[config.mk]
export PLATFORM = sky130hd
export DESIGN_NAME = qspi_fifo_master
export DESIGN_NICKNAME = d
export VERILOG_FILES = /design/src/rtl/qspi_pkg.sv /design/src/rtl/qspi_entry_store.sv /design/src/rtl/qspi_shift_engine.sv /design/src/rtl/qspi_queue_ctrl.sv /design/src/rtl/qspi_fifo_master.sv
export SDC_FILE = /design/constraint.sdc
export NUM_CORES = 1
export LEC_CHECK = 0
export ABC_AREA = 1
export CELL_PAD_IN_SITES_DETAIL_PLACEMENT = 1
export CELL_PAD_IN_SITES_GLOBAL_PLACEMENT = 2
export CORE_MARGIN = 3
export CORE_UTILIZATION = 23
export CTS_BUF_LIST = sky130_fd_sc_hd__clkbuf_8
export DETAILED_ROUTE_END_ITERATION = 6
export PLACE_DENSITY_LB_ADDON = 0.1
export SYNTH_ARGS = -nofsm -noshare
export SYNTH_HDL_FRONTEND = slang
export SYNTH_SLANG_ARGS = --single-unit
[constraint.sdc]
create_clock -name clk -period 7.7 [get_ports clk]
set_clock_uncertainty 0.1 [all_clocks]
set_input_delay 1.925 -clock clk [delete_from_list [all_inputs] [get_ports clk]]
set_output_delay 1.925 -clock clk [all_outputs]
set_load 0.05 [all_outputs]
[src/rtl/qspi_pkg.sv]
package qspi_pkg;

    typedef enum logic [2:0] {
        ST_IDLE,
        ST_SETUP,
        ST_LOW,
        ST_HIGH,
        ST_GAP
    } eng_state_e;

    localparam logic [1:0] A_LOAD  = 2'd0;
    localparam logic [1:0] A_COUNT = 2'd1;
    localparam logic [1:0] A_CTRL  = 2'd2;
    localparam logic [1:0] A_DIV   = 2'd3;

endpackage

[src/rtl/qspi_entry_store.sv]
module qspi_entry_store #(
    parameter int DEPTH = 16,
    parameter int DW    = 8,
    parameter int CSW   = 4,
    localparam int IDXW = $clog2(DEPTH)
) (
    input  logic            clk,
    input  logic            rst_n,
    input  logic            ld_we,
    input  logic [IDXW-1:0] ld_idx,
    input  logic [DW-1:0]   ld_data,
    input  logic [CSW-1:0]  ld_cs,
    input  logic [IDXW-1:0] tx_idx,
    output logic [DW-1:0]   tx_data,
    output logic [CSW-1:0]  tx_cs,
    input  logic            rx_we,
    input  logic [IDXW-1:0] rx_widx,
    input  logic [DW-1:0]   rx_wdata,
    input  logic [IDXW-1:0] rx_ridx,
    output logic [DW-1:0]   rx_rdata
);

    typedef struct packed {
        logic [DEPTH-1:0][DW-1:0]  tx;
        logic [DEPTH-1:0][CSW-1:0] cs;
        logic [DEPTH-1:0][DW-1:0]  rx;
    } store_t;

    store_t s_d, s_q;

    always_comb begin
        s_d = s_q;
        for (int i = 0; i < DEPTH; i++) begin
            if (ld_we && (ld_idx == IDXW'(i))) begin
                s_d.tx[i] = ld_data;
                s_d.cs[i] = ld_cs;
            end
            if (rx_we && (rx_widx == IDXW'(i))) begin
                s_d.rx[i] = rx_wdata;
            end
        end
    end

    always_ff @(posedge clk or negedge rst_n) begin
        if (!rst_n) s_q <= '0;
        else        s_q <= s_d;
    end

    assign tx_data  = s_q.tx[tx_idx];
    assign tx_cs    = s_q.cs[tx_idx];
    assign rx_rdata = s_q.rx[rx_ridx];

endmodule

[src/rtl/qspi_shift_engine.sv]
module qspi_shift_engine
    import qspi_pkg::*;
#(
    parameter int DW   = 8,
    parameter int CSW  = 4,
    parameter int DIVW = 8,
    localparam int BCW = $clog2(DW)
) (
    input  logic            clk,
    input  logic            rst_n,
    input  logic            start,
    input  logic            abort,
    input  logic [DIVW-1:0] half,
    input  logic            is_last,
    input  logic [DW-1:0]   tx_word,
    input  logic [CSW-1:0]  tx_cs,
    input  logic            miso,
    output logic            busy,
    output logic            sck,
    output logic            mosi_raw,
    output logic [CSW-1:0]  cs_out,
    output logic            xfer_end,
    output logic [DW-1:0]   rx_word,
    output logic            irq
);

    typedef struct packed {
        eng_state_e      st;
        logic [DIVW-1:0] timer;
        logic [BCW-1:0]  bitcnt;
        logic [DW-1:0]   txsh;
        logic [DW-1:0]   rxsh;
        logic            sck;
        logic            mosi;
        logic [CSW-1:0]  cs;
        logic            busy;
        logic            irq;
    } eng_t;

    eng_t r_d, r_q;
    logic tick;
    logic last_bit;

    assign tick     = (r_q.timer == '0);
    assign last_bit = (r_q.bitcnt == BCW'(DW - 1));
    assign xfer_end = !abort && (r_q.st == ST_HIGH) && tick && last_bit;

    always_comb begin
        r_d     = r_q;
        r_d.irq = 1'b0;
        if (abort) begin
            r_d.st    = ST_IDLE;
            r_d.busy  = 1'b0;
            r_d.sck   = 1'b1;
            r_d.mosi  = 1'b1;
            r_d.cs    = '1;
            r_d.timer = '0;
        end else begin
            unique case (r_q.st)
                ST_IDLE: begin
                    if (start) begin
                        r_d.st     = ST_SETUP;
                        r_d.busy   = 1'b1;
                        r_d.timer  = half - 1'b1;
                        r_d.cs     = tx_cs;
                        r_d.txsh   = tx_word;
                        r_d.bitcnt = '0;
                    end
                end
                ST_SETUP: begin
                    if (tick) begin
                        r_d.st    = ST_LOW;
                        r_d.sck   = 1'b0;
                        r_d.mosi  = r_q.txsh[DW-1];
                        r_d.txsh  = {r_q.txsh[DW-2:0], 1'b0};
                        r_d.timer = half - 1'b1;
                    end else begin
                        r_d.timer = r_q.timer - 1'b1;
                    end
                end
                ST_LOW: begin
                    if (tick) begin
                        r_d.st    = ST_HIGH;
                        r_d.sck   = 1'b1;
                        r_d.rxsh  = {r_q.rxsh[DW-2:0], miso};
                        r_d.timer = half - 1'b1;
                    end else begin
                        r_d.timer = r_q.timer - 1'b1;
                    end
                end
                ST_HIGH: begin
                    if (tick) begin
                        if (last_bit) begin
                            r_d.cs = '1;
                            if (is_last) begin
                                r_d.st   = ST_IDLE;
                                r_d.busy = 1'b0;
                                r_d.irq  = 1'b1;
                            end else begin
                                r_d.st    = ST_GAP;
                                r_d.timer = DIVW'({half, 1'b0} - 1'b1);
                            end
                        end else begin
                            r_d.st     = ST_LOW;
                            r_d.bitcnt = r_q.bitcnt + 1'b1;
                            r_d.sck    = 1'b0;
                            r_d.mosi   = r_q.txsh[DW-1];
                            r_d.txsh   = {r_q.txsh[DW-2:0], 1'b0};
                            r_d.timer  = half - 1'b1;
                        end
                    end else begin
                        r_d.timer = r_q.timer - 1'b1;
                    end
                end
                ST_GAP: begin
                    if (tick) begin
                        r_d.st     = ST_SETUP;
                        r_d.cs     = tx_cs;
                        r_d.txsh   = tx_word;
                        r_d.bitcnt = '0;
                        r_d.timer  = half - 1'b1;
                    end else begin
                        r_d.timer = r_q.timer - 1'b1;
                    end
                end
                default: r_d.st = ST_IDLE;
            endcase
        end
    end

    always_ff @(posedge clk or negedge rst_n) begin
        if (!rst_n) begin
            r_q      <= '0;
            r_q.st   <= ST_IDLE;
            r_q.sck  <= 1'b1;
            r_q.mosi <= 1'b1;
            r_q.cs   <= '1;
        end else begin
            r_q <= r_d;
        end
    end

    assign busy     = r_q.busy;
    assign sck      = r_q.sck;
    assign mosi_raw = r_q.mosi;
    assign cs_out   = r_q.cs;
    assign rx_word  = r_q.rxsh;
    assign irq      = r_q.irq;

endmodule

[src/rtl/qspi_queue_ctrl.sv]
module qspi_queue_ctrl
    import qspi_pkg::*;
#(
    parameter int DEPTH = 16,
    parameter int DW    = 8,
    parameter int CSW   = 4,
    parameter int DIVW  = 8,
    localparam int IDXW = $clog2(DEPTH),
    localparam int CNTW = IDXW + 1,
    localparam int CFGW = DW + CSW
) (
    input  logic            clk,
    input  logic            rst_n,
    input  logic            tx_en,
    input  logic            rx_en,
    input  logic            cfg_we,
    input  logic [1:0]      cfg_addr,
    input  logic [CFGW-1:0] cfg_wdata,
    input  logic            rx_re,
    input  logic            busy,
    input  logic            xfer_end,
    input  logic [DW-1:0]   rx_rdata,
    output logic            ld_we,
    output logic [IDXW-1:0] ld_idx,
    output logic [DW-1:0]   ld_data,
    output logic [CSW-1:0]  ld_cs,
    output logic            start,
    output logic            abort,
    output logic [DIVW-1:0] half,
    output logic            is_last,
    output logic [IDXW-1:0] idx,
    output logic            full,
    output logic [IDXW-1:0] rd_idx,
    output logic [DW-1:0]   rx_data
);

    typedef struct packed {
        logic [IDXW-1:0] wptr;
        logic [IDXW-1:0] sfp;
        logic            full;
        logic [CNTW-1:0] rdcnt;
        logic            armed;
        logic            needclr;
        logic [IDXW-1:0] cnt;
        logic [DIVW-1:0] div;
        logic            en;
        logic [DW-1:0]   rxd;
    } ctl_t;

    ctl_t c_d, c_q;

    logic            en;
    logic [CNTW-1:0] total;
    logic [CNTW-1:0] target;
    logic            rd_ok;
    logic            clr_req;

    assign en      = tx_en | rx_en;
    assign abort   = c_q.en & ~en;
    assign total   = {c_q.full, c_q.sfp};
    assign target  = (c_q.cnt == '0) ? CNTW'(DEPTH) : {1'b0, c_q.cnt};
    assign is_last = ((total + CNTW'(1)) == target);
    assign start   = c_q.armed && !c_q.needclr && !busy && en;
    assign rd_ok   = rx_re && (c_q.rdcnt < total);
    assign clr_req = cfg_we && (cfg_addr == A_CTRL) && cfg_wdata[0] && !busy;

    assign ld_we   = cfg_we && (cfg_addr == A_LOAD);
    assign ld_idx  = c_q.wptr;
    assign ld_data = cfg_wdata[DW-1:0];
    assign ld_cs   = cfg_wdata[CFGW-1:DW];
    assign half    = (c_q.div < DIVW'(2)) ? DIVW'(1) : (c_q.div >> 1);

    always_comb begin
        c_d    = c_q;
        c_d.en = en;
        if (ld_we) c_d.wptr = c_q.wptr + 1'b1;
        if (start) c_d.armed = 1'b0;
        if (cfg_we && !busy) begin
            case (cfg_addr)
                A_COUNT: begin
                    c_d.cnt   = cfg_wdata[IDXW-1:0];
                    c_d.armed = 1'b1;
                end
                A_DIV:   c_d.div = cfg_wdata[DIVW-1:0];
                default: ;
            endcase
        end
        if (rd_ok) begin
            c_d.rxd   = rx_rdata;
            c_d.rdcnt = c_q.rdcnt + 1'b1;
        end
        if (xfer_end) begin
            c_d.sfp = c_q.sfp + 1'b1;
            if (c_q.sfp == IDXW'(DEPTH - 1)) c_d.full = 1'b1;
            if (is_last) c_d.needclr = 1'b1;
        end
        if (clr_req) begin
            c_d.wptr    = '0;
            c_d.sfp     = '0;
            c_d.full    = 1'b0;
            c_d.rdcnt   = '0;
            c_d.needclr = 1'b0;
        end
        if (abort) begin
            c_d.wptr    = '0;
            c_d.sfp     = '0;
            c_d.full    = 1'b0;
            c_d.rdcnt   = '0;
            c_d.armed   = 1'b0;
            c_d.needclr = 1'b0;
        end
    end

    always_ff @(posedge clk or negedge rst_n) begin
        if (!rst_n) begin
            c_q     <= '0;
            c_q.div <= DIVW'(4);
        end else begin
            c_q <= c_d;
        end
    end

    assign idx     = c_q.sfp;
    assign full    = c_q.full;
    assign rd_idx  = c_q.rdcnt[IDXW-1:0];
    assign rx_data = c_q.rxd;

endmodule

[src/rtl/qspi_fifo_master.sv]
module qspi_fifo_master #(
    parameter int DEPTH = 16,
    parameter int DW    = 8,
    parameter int CSW   = 4,
    parameter int DIVW  = 8,
    localparam int IDXW = $clog2(DEPTH),
    localparam int CFGW = DW + CSW
) (
    input  logic            clk,
    input  logic            rst_n,
    input  logic            tx_en,
    input  logic            rx_en,
    input  logic            cfg_we,
    input  logic [1:0]      cfg_addr,
    input  logic [CFGW-1:0] cfg_wdata,
    input  logic            rx_re,
    output logic [DW-1:0]   rx_data,
    output logic            busy,
    output logic [IDXW-1:0] done_ptr,
    output logic            done_all,
    output logic            irq,
    output logic            sck,
    output logic            mosi,
    input  logic            miso,
    output logic [CSW-1:0]  cs_code
);

    logic            ld_we;
    logic [IDXW-1:0] ld_idx;
    logic [DW-1:0]   ld_data;
    logic [CSW-1:0]  ld_cs;
    logic            start;
    logic            abort;
    logic [DIVW-1:0] half;
    logic            is_last;
    logic [IDXW-1:0] idx;
    logic [IDXW-1:0] rd_idx;
    logic [DW-1:0]   tx_word;
    logic [CSW-1:0]  tx_cs;
    logic            xfer_end;
    logic [DW-1:0]   rx_word;
    logic [DW-1:0]   rx_rdata;
    logic            mosi_raw;

    qspi_queue_ctrl #(.DEPTH(DEPTH), .DW(DW), .CSW(CSW), .DIVW(DIVW)) u_ctrl (
        .clk       (clk),
        .rst_n     (rst_n),
        .tx_en     (tx_en),
        .rx_en     (rx_en),
        .cfg_we    (cfg_we),
        .cfg_addr  (cfg_addr),
        .cfg_wdata (cfg_wdata),
        .rx_re     (rx_re),
        .busy      (busy),
        .xfer_end  (xfer_end),
        .rx_rdata  (rx_rdata),
        .ld_we     (ld_we),
        .ld_idx    (ld_idx),
        .ld_data   (ld_data),
        .ld_cs     (ld_cs),
        .start     (start),
        .abort     (abort),
        .half      (half),
        .is_last   (is_last),
        .idx       (idx),
        .full      (done_all),
        .rd_idx    (rd_idx),
        .rx_data   (rx_data)
    );

    qspi_entry_store #(.DEPTH(DEPTH), .DW(DW), .CSW(CSW)) u_store (
        .clk      (clk),
        .rst_n    (rst_n),
        .ld_we    (ld_we),
        .ld_idx   (ld_idx),
        .ld_data  (ld_data),
        .ld_cs    (ld_cs),
        .tx_idx   (idx),
        .tx_data  (tx_word),
        .tx_cs    (tx_cs),
        .rx_we    (xfer_end),
        .rx_widx  (idx),
        .rx_wdata (rx_word),
        .rx_ridx  (rd_idx),
        .rx_rdata (rx_rdata)
    );

    qspi_shift_engine #(.DW(DW), .CSW(CSW), .DIVW(DIVW)) u_eng (
        .clk      (clk),
        .rst_n    (rst_n),
        .start    (start),
        .abort    (abort),
        .half     (half),
        .is_last  (is_last),
        .tx_word  (tx_word),
        .tx_cs    (tx_cs),
        .miso     (miso),
        .busy     (busy),
        .sck      (sck),
        .mosi_raw (mosi_raw),
        .cs_out   (cs_code),
        .xfer_end (xfer_end),
        .rx_word  (rx_word),
        .irq      (irq)
    );

    assign done_ptr = idx;
    assign mosi     = tx_en ? mosi_raw : 1'b1;

endmodule

==> impl_results.md, run 1 <==
- Status: completed
- DP HPWL: 43000 um
- Crit path largest cell delay: 800 ps
- H-tree levels: 3
- RSZ-0062 raised after global routing: no
- Vias: 16100
- Sink Count: 394
- Layout cell share with drive strength beyond 1: 8.71%
- 1st-iter DRT viols: 847
- Congestion Overflow GR: 0
- Die Ht: 293 um
- Cell mode on critical path: clkdlybuf4s50_1
- Hold slack final: 376 ps
- R2R Path Start: u_ctrl.idx[0]$_DFFE_PN0P_
- Fmax: 190 MHz
- Share of the synthesized area in the top cell type: approximately 51%
- CP startpoint kind: input port
- Max clock buf depth: 3
- Core area: 81100 sq um
- First-pass GRT wire length: 107000 um
- Min cycle time layout: 5280 ps
- Clk Latency, worst-skew pair: 690 ps
- Least-Margin Pin Slew: between 1000 and 1500 ps
- Fin. max-slew vios: 0
- Area growth, synth to finish: 15.3%
- Initial core utilization: 23.4%
- Count leader, synth: nand2_1
- CP max-delay cell: clkdlybuf4s50_1
- #FFs+latches synth: between 300 and 400
- Synth area leaders: dfrtp_1, nand2_1, o21ai_0, nor2_1, inv_1
- Lkg Pwr: just over 10 nW
- Layout fillers: 9638
- CTS Buf Count: 83
- Routability cong.: roughly 0.75
- Pin count of the biggest net entering global routing: 115
- CP Launch Point: tx_en
- Num ports: 42
- Fin crit share: roughly two thirds
- Hold Vio Cnt, Final: 0
- Hold-fix buffers at CTS: 0
- Worst Path Arrival: between 3000 and 4000 ps
- Worst VDD drop: around 110 uV
- Worst rel slew slack: approximately 26%
- Drt drc: 0
- Commonest cells post-synth: nand2_1, o21ai_0, dfrtp_1
- Top FF cell, synth: dfrtp_1
- Mapped Cells: approximately 2400
- Placement Rows: 104
- Number of synthesized flops with an enable pin: 0
- Antenna violations before repair: 3
- Max cap viols: 0
- Area of the mapped netlist: 19000 sq um
- Mean routed wirelength per cell: 19.5 um
- CP endpoint kind: output pin
- Warnings, synthesis: 0
- Post-Place Cells: 3365
- DR pass1 iterations: 5
- Antenna viol nets, final: 0
- Required time of the critical path: 5680 ps
- Mapped Nets: between 2000 and 2500
- Setup TNS: 0 ps
- Vias per cell: about 4.6
- Final nets: between 2000 and 2500
- Non-Filler Instances: between 3000 and 4000
- R2R Path End: u_eng.cs_out[2]$_DFFE_PN1P_
- Die extent in x: approximately 290 um
- CTS clk-pin slew, worst paths: approximately 60 ps
- Clock root buffer: clkbuf_8
- CP Cell Sequence: clkdlybuf4s50_1, nand2_1, clkdlybuf4s50_1
- Post-synthesis sequential area ratio: 52.0%
- TritonCTS clock tree: yes
- Post-synth cell types: 36
- Port Buf Inserts: 41
- GRT Resource Usage Total: 16.2%
- Post-CTS setup buffer count: 0
- Drt total wl: 68500 um
- Tightest Hold Check Type: flop to flop
- Die area: 85900 sq um
- Critical Path End: mosi
- Post_cts resized: 0
- Post-synth ARST share: 100%
- Pwr Density: 296 nW/um^2
- Number of global-route vias before repair: between 15000 and 20000
- Worst Reg-to-Reg Cells: 11
- Yosys top cell by area: dfrtp_1
- Setup slack, reg-to-reg: 3920 ps
- Final setup viols: 0
- Crit path kind: input port to output pin
- Worst-path fanout max: 2
- Avg Cell Area, Syn: a little under 8 sq um
[kinds of logic after synthesis]
family / Yosys count / synth area share [%]
and+or+nand+nor: 1056 / 22.9
DFF: 394 / 52.0
adders and majority gates: 17 / 1.12
AOI/OAI and AO/OA: 602 / 16.7
xor gates and xnor gates: 3 / 0.139
buffers and inverters: 315 / 7.16
[how the worst min path moves through the flow]
stage | startpoint | end | slack [ps] | cells past startpoint
floorplan | u_eng.r_q[19]$_DFFE_PN0P_ | u_eng.r_q[19]$_DFFE_PN0P_ | 340 | 2
global placement | u_eng.r_q[20]$_DFFE_PN0P_ | u_eng.r_q[20]$_DFFE_PN0P_ | 360 | 2
detailed placement | u_eng.r_q[20]$_DFFE_PN0P_ | u_eng.r_q[20]$_DFFE_PN0P_ | 360 | 2
CTS | u_eng.r_q[20]$_DFFE_PN0P_ | u_eng.r_q[20]$_DFFE_PN0P_ | 380 | 2
global route | u_store.s_q[72]$_DFFE_PN0P_ | u_store.s_q[72]$_DFFE_PN0P_ | 400 | 2
finish | u_store.s_q[74]$_DFFE_PN0P_ | u_store.s_q[74]$_DFFE_PN0P_ | 380 | 2
[sequential cells by signal (all words and copies together) (netlist names)]
signal          count
u_eng.rx_word       8
u_store.s_q       320
u_eng.busy          1
u_eng.mosi_raw      1
u_eng.irq           1
u_ctrl.full         1
u_ctrl.idx          4
u_ctrl.c_q         15
u_ctrl.rx_data      8
u_ctrl.rd_idx       4
u_eng.cs_out        4
u_eng.r_q          22
u_ctrl.ld_idx       4
u_eng.sck           1
[metrics by stage]
| step | util, % | instance area [sq um] | power, W | worst slack (ps) |
|---|---|---|---|---|
| 2_1_floorplan | - | 19000 | 0.00368 | 3420 |
| 3_5_place_dp | 25.0 | 20200 | 0.00433 | 2410 |
| 5_1_grt | 27.0 | 21900 | 0.00698 | 2400 |
| 6_report | 27.0 | 21900 | 0.00649 | 2420 |
| 3_3_place_gp | 25.0 | 20200 | 0.00431 | 2410 |
| 4_1_cts | 27.0 | 21900 | 0.00664 | 2400 |
[cell type report]
type	instances	area (sq um)	area share, %
Antenna cell	5	12.5	0.0572
Clock buffer	102	1400	6.42
Clock inverter	38	213	0.972
Inverter	164	621	2.84
Multi-Input combinational cell	1678	7760	35.5
Sequential cell	394	9870	45.1
Tap cell	1060	1330	6.06
Timing Repair Buffer	69	663	3.03
[layout by cell type (no fill, tap or decap), types with 7 or more instances in the layout]
master           instances
dfrtp_1                384
o21ai_1                 48
o211ai_1                21
nand4_1                 24
nand2_1                640
clkbuf_8               102
ha_1                    17
dfstp_2                  7
o22ai_1                 24
o21ai_2                 15
o21ai_0                409
nor2_1                 246
nor2_2                  10
buf_4                   25
nand3_1                 98
inv_1                  184
or2_2                    7
clkdlybuf4s50_1         40
inv_2                    7
a21oi_1                 82
nand2_2                 11
[routing by layer]
layer  track usage [%]  share of wire (%)  vias to the layer above
li1                  -                  -                     7785
met1              22.7                 50                     8052
met2              26.2                 45                      195
met3              2.36                2.7                       96
met4              4.17                2.2                        0
met5                 0                  0                        -
[critical path: cells and delay by family]
family        cells  cell delay (ps)
buf+inv           2             1230
simple gates      1               90
[report_power, final]
| group | internal [W] | leakage [nW] | switching [W] | total [W] |
|---|---|---|---|---|
| Clock | 0.00120 | 0.938 | 0.00103 | 0.00223 |
| Combinational | 0.000511 | 4.22 | 0.00128 | 0.00179 |
| Sequential | 0.00231 | 5.07 | 0.000158 | 0.00247 |
(Power assumes the default switching activity.)
==> inputs of run 2 (changes only) <==
- clock period: 7.7 -> 4.3 ns (I/O delays scaled with it)
==> impl_results.md, run 2 (synthesis results as in run 1) <==
- Max clock buf depth: 3
- H-tree levels: 3
- Post_cts resized: 0
- TritonCTS clock tree: yes
- CP endpoint kind: output pin
- Worst-path fanout max: 2
- Setup TNS: 0 ps
- Clock root buffer: clkbuf_8
- Antenna violations before repair: 3
- Pwr Density: 534 nW/um^2
- DP HPWL: 44300 um
- Port Buf Inserts: between 40 and 50
- Tightest Hold Check Type: input port to asynchronous set/reset pin
- 1st-iter DRT viols: 803
- Worst rel slew slack: 36.5%
- CTS clk-pin slew, worst paths: 60 ps
- Layout cell share with drive strength beyond 1: 9.72%
- DR pass1 iterations: 5
- Num ports: 42
- Die area: 85900 sq um
- Largest delay share family, worst path: buffers and inverters
- GR Layer Usage met2: 25.5%
- Busiest grt layer: met2
- Worst VDD drop: ~170 uV
- CP Cell Sequence: clkdlybuf4s50_1, nand2_1, clkdlybuf4s50_1
- Drt total wl: a little under 70000 um
- RSZ-0062 raised after global routing: no
- Most common cell after layout, fill and taps aside: nand2_1
- Placement Rows: 104
- Drt drc: 0
- Top flop regs: u_store.s_q (320), u_eng.r_q (22), u_ctrl.c_q (15)
- Core area: 81100 sq um
- Crit path kind: input port to output pin
- Mean routed wirelength per cell: 19.4 um
- Fin crit share: around 80%
- Max cap viols: 0
- Least-Margin Pin Slew: 952 ps
- Top reg by flops: u_store.s_q
- Fin util: 27.3%
- Hold Vio Cnt, Final: 0
- Fin. max-slew vios: 0
- CP max-delay cell: clkdlybuf4s50_1
- Lkg Pwr: 10.4 nW
- Initial core utilization: 23.4%
- Clk Latency, worst-skew pair: 670 ps
- Vias: 16100
- Final nets: 2442
- Max FFs per register: 320
- Final setup viols: 0
- Worst Path Arrival: 2370 ps
- Area growth, synth to finish: 16.8%
- Required time of the critical path: 3120 ps
- Routability cong.: around 0.74
- Layout fillers: 9591
- Commonest non-fill, non-tap cells in the layout: nand2_1, o21ai_0, dfrtp_1
- CTS Buf Count: 83
- Number of global-route vias before repair: 17200
- Antenna viol nets, final: 0
- R2R Path Start: u_ctrl.rd_idx[0]$_DFFE_PN0P_
- Die Ht: 293 um
- CP startpoint kind: input port
- Buffers & Inverters on Critical Path: 2
- Fmax: approximately 280 MHz
- GRT Resource Usage Total: 16.2%
- M1 GR Usage: 23.4%
- Cell mode on critical path: clkdlybuf4s50_1
- First-pass GRT wire length: approximately 110000 um
- Min cycle time layout: 3540 ps
- CP Launch Point: tx_en
- Status: completed
- Hold-fix buffers at CTS: 0
- Pin count of the biggest net entering global routing: 110
- Vias per cell: 4.56
- Sink Count: 394
- Die extent in x: 293 um
- Met3 Use GR: 2.32%
- Congestion Overflow GR: 0
- Crit path largest cell delay: 790 ps
- Post-CTS setup buffer count: 0
-- run 2: metal layers --
metal / vias to the layer above / share of wire, %
li1: 7821 / -
met1: 7997 / 51
met2: 183 / 44
met3: 94 / 3.2
met4: 0 / 2.0
met5: - / 0
-- run 2: area by class of cell --
cell class / instances / area (sq um) / share of cell area (%)
diodes: 2 / 5.00 / 0.0226
repair buffers: 83 / 818 / 3.69
inverters: 164 / 621 / 2.80
clock inverters: 39 / 199 / 0.898
flip-flops and latches: 394 / 9870 / 44.6
clock buffers: 112 / 1540 / 6.96
multi-input cells: 1678 / 7760 / 35.1
well taps: 1060 / 1330 / 5.99
-- run 2: path summary, 6_finish.rpt --
kind / endpoint / slack (ps) / cells after the start
min in group clk: u_eng.cs_out[0]$_DFFE_PN1P_ / 370 / 2
hold reg to reg: u_eng.cs_out[0]$_DFFE_PN1P_ / 370 / 2
hold / removal: u_store.s_q[175]$_DFFE_PN0P_ / 290 / 1
setup / recovery: mosi / 760 / 3
max in group asynchronous: u_store.s_q[201]$_DFFE_PN0P_ / 2770 / 2
setup reg to reg: u_ctrl.rx_data[6]$_DFFE_PN0P_ / 1630 / 10
-- run 2: worst register-to-register path: stages (launching register included) --
cell	delay, ps
dfrtp_2	800
inv_2	520
buf_12	320
o21ai_0	180
o22ai_1	130
nand2_1	90
nand2_1	70
inv_1	120
nand2_1	70
nand2_1	100
nand2_1	60
-- run 2: stage by stage --
stage	hold slack, ps	setup slack (ps)	total power [W]	cells	area, sq um
after global routing	305	727	0.0127	3531	22100
after global placement	356	616	0.00779	3379	20400
after detailed placement	361	606	0.00782	3379	20400
final	291	758	0.0118	3532	22100
after CTS	283	747	0.0121	3530	22100
after floorplan	341	1720	0.00659	2387	19000
-- run 2: power breakdown --
part,leakage [nW],internal [W],switching (W)
Sequential,5.07,0.00414,0.000300
Combinational,4.30,0.000947,0.00228
Clock,0.997,0.00233,0.00183
Total,10.4,0.00741,0.00442
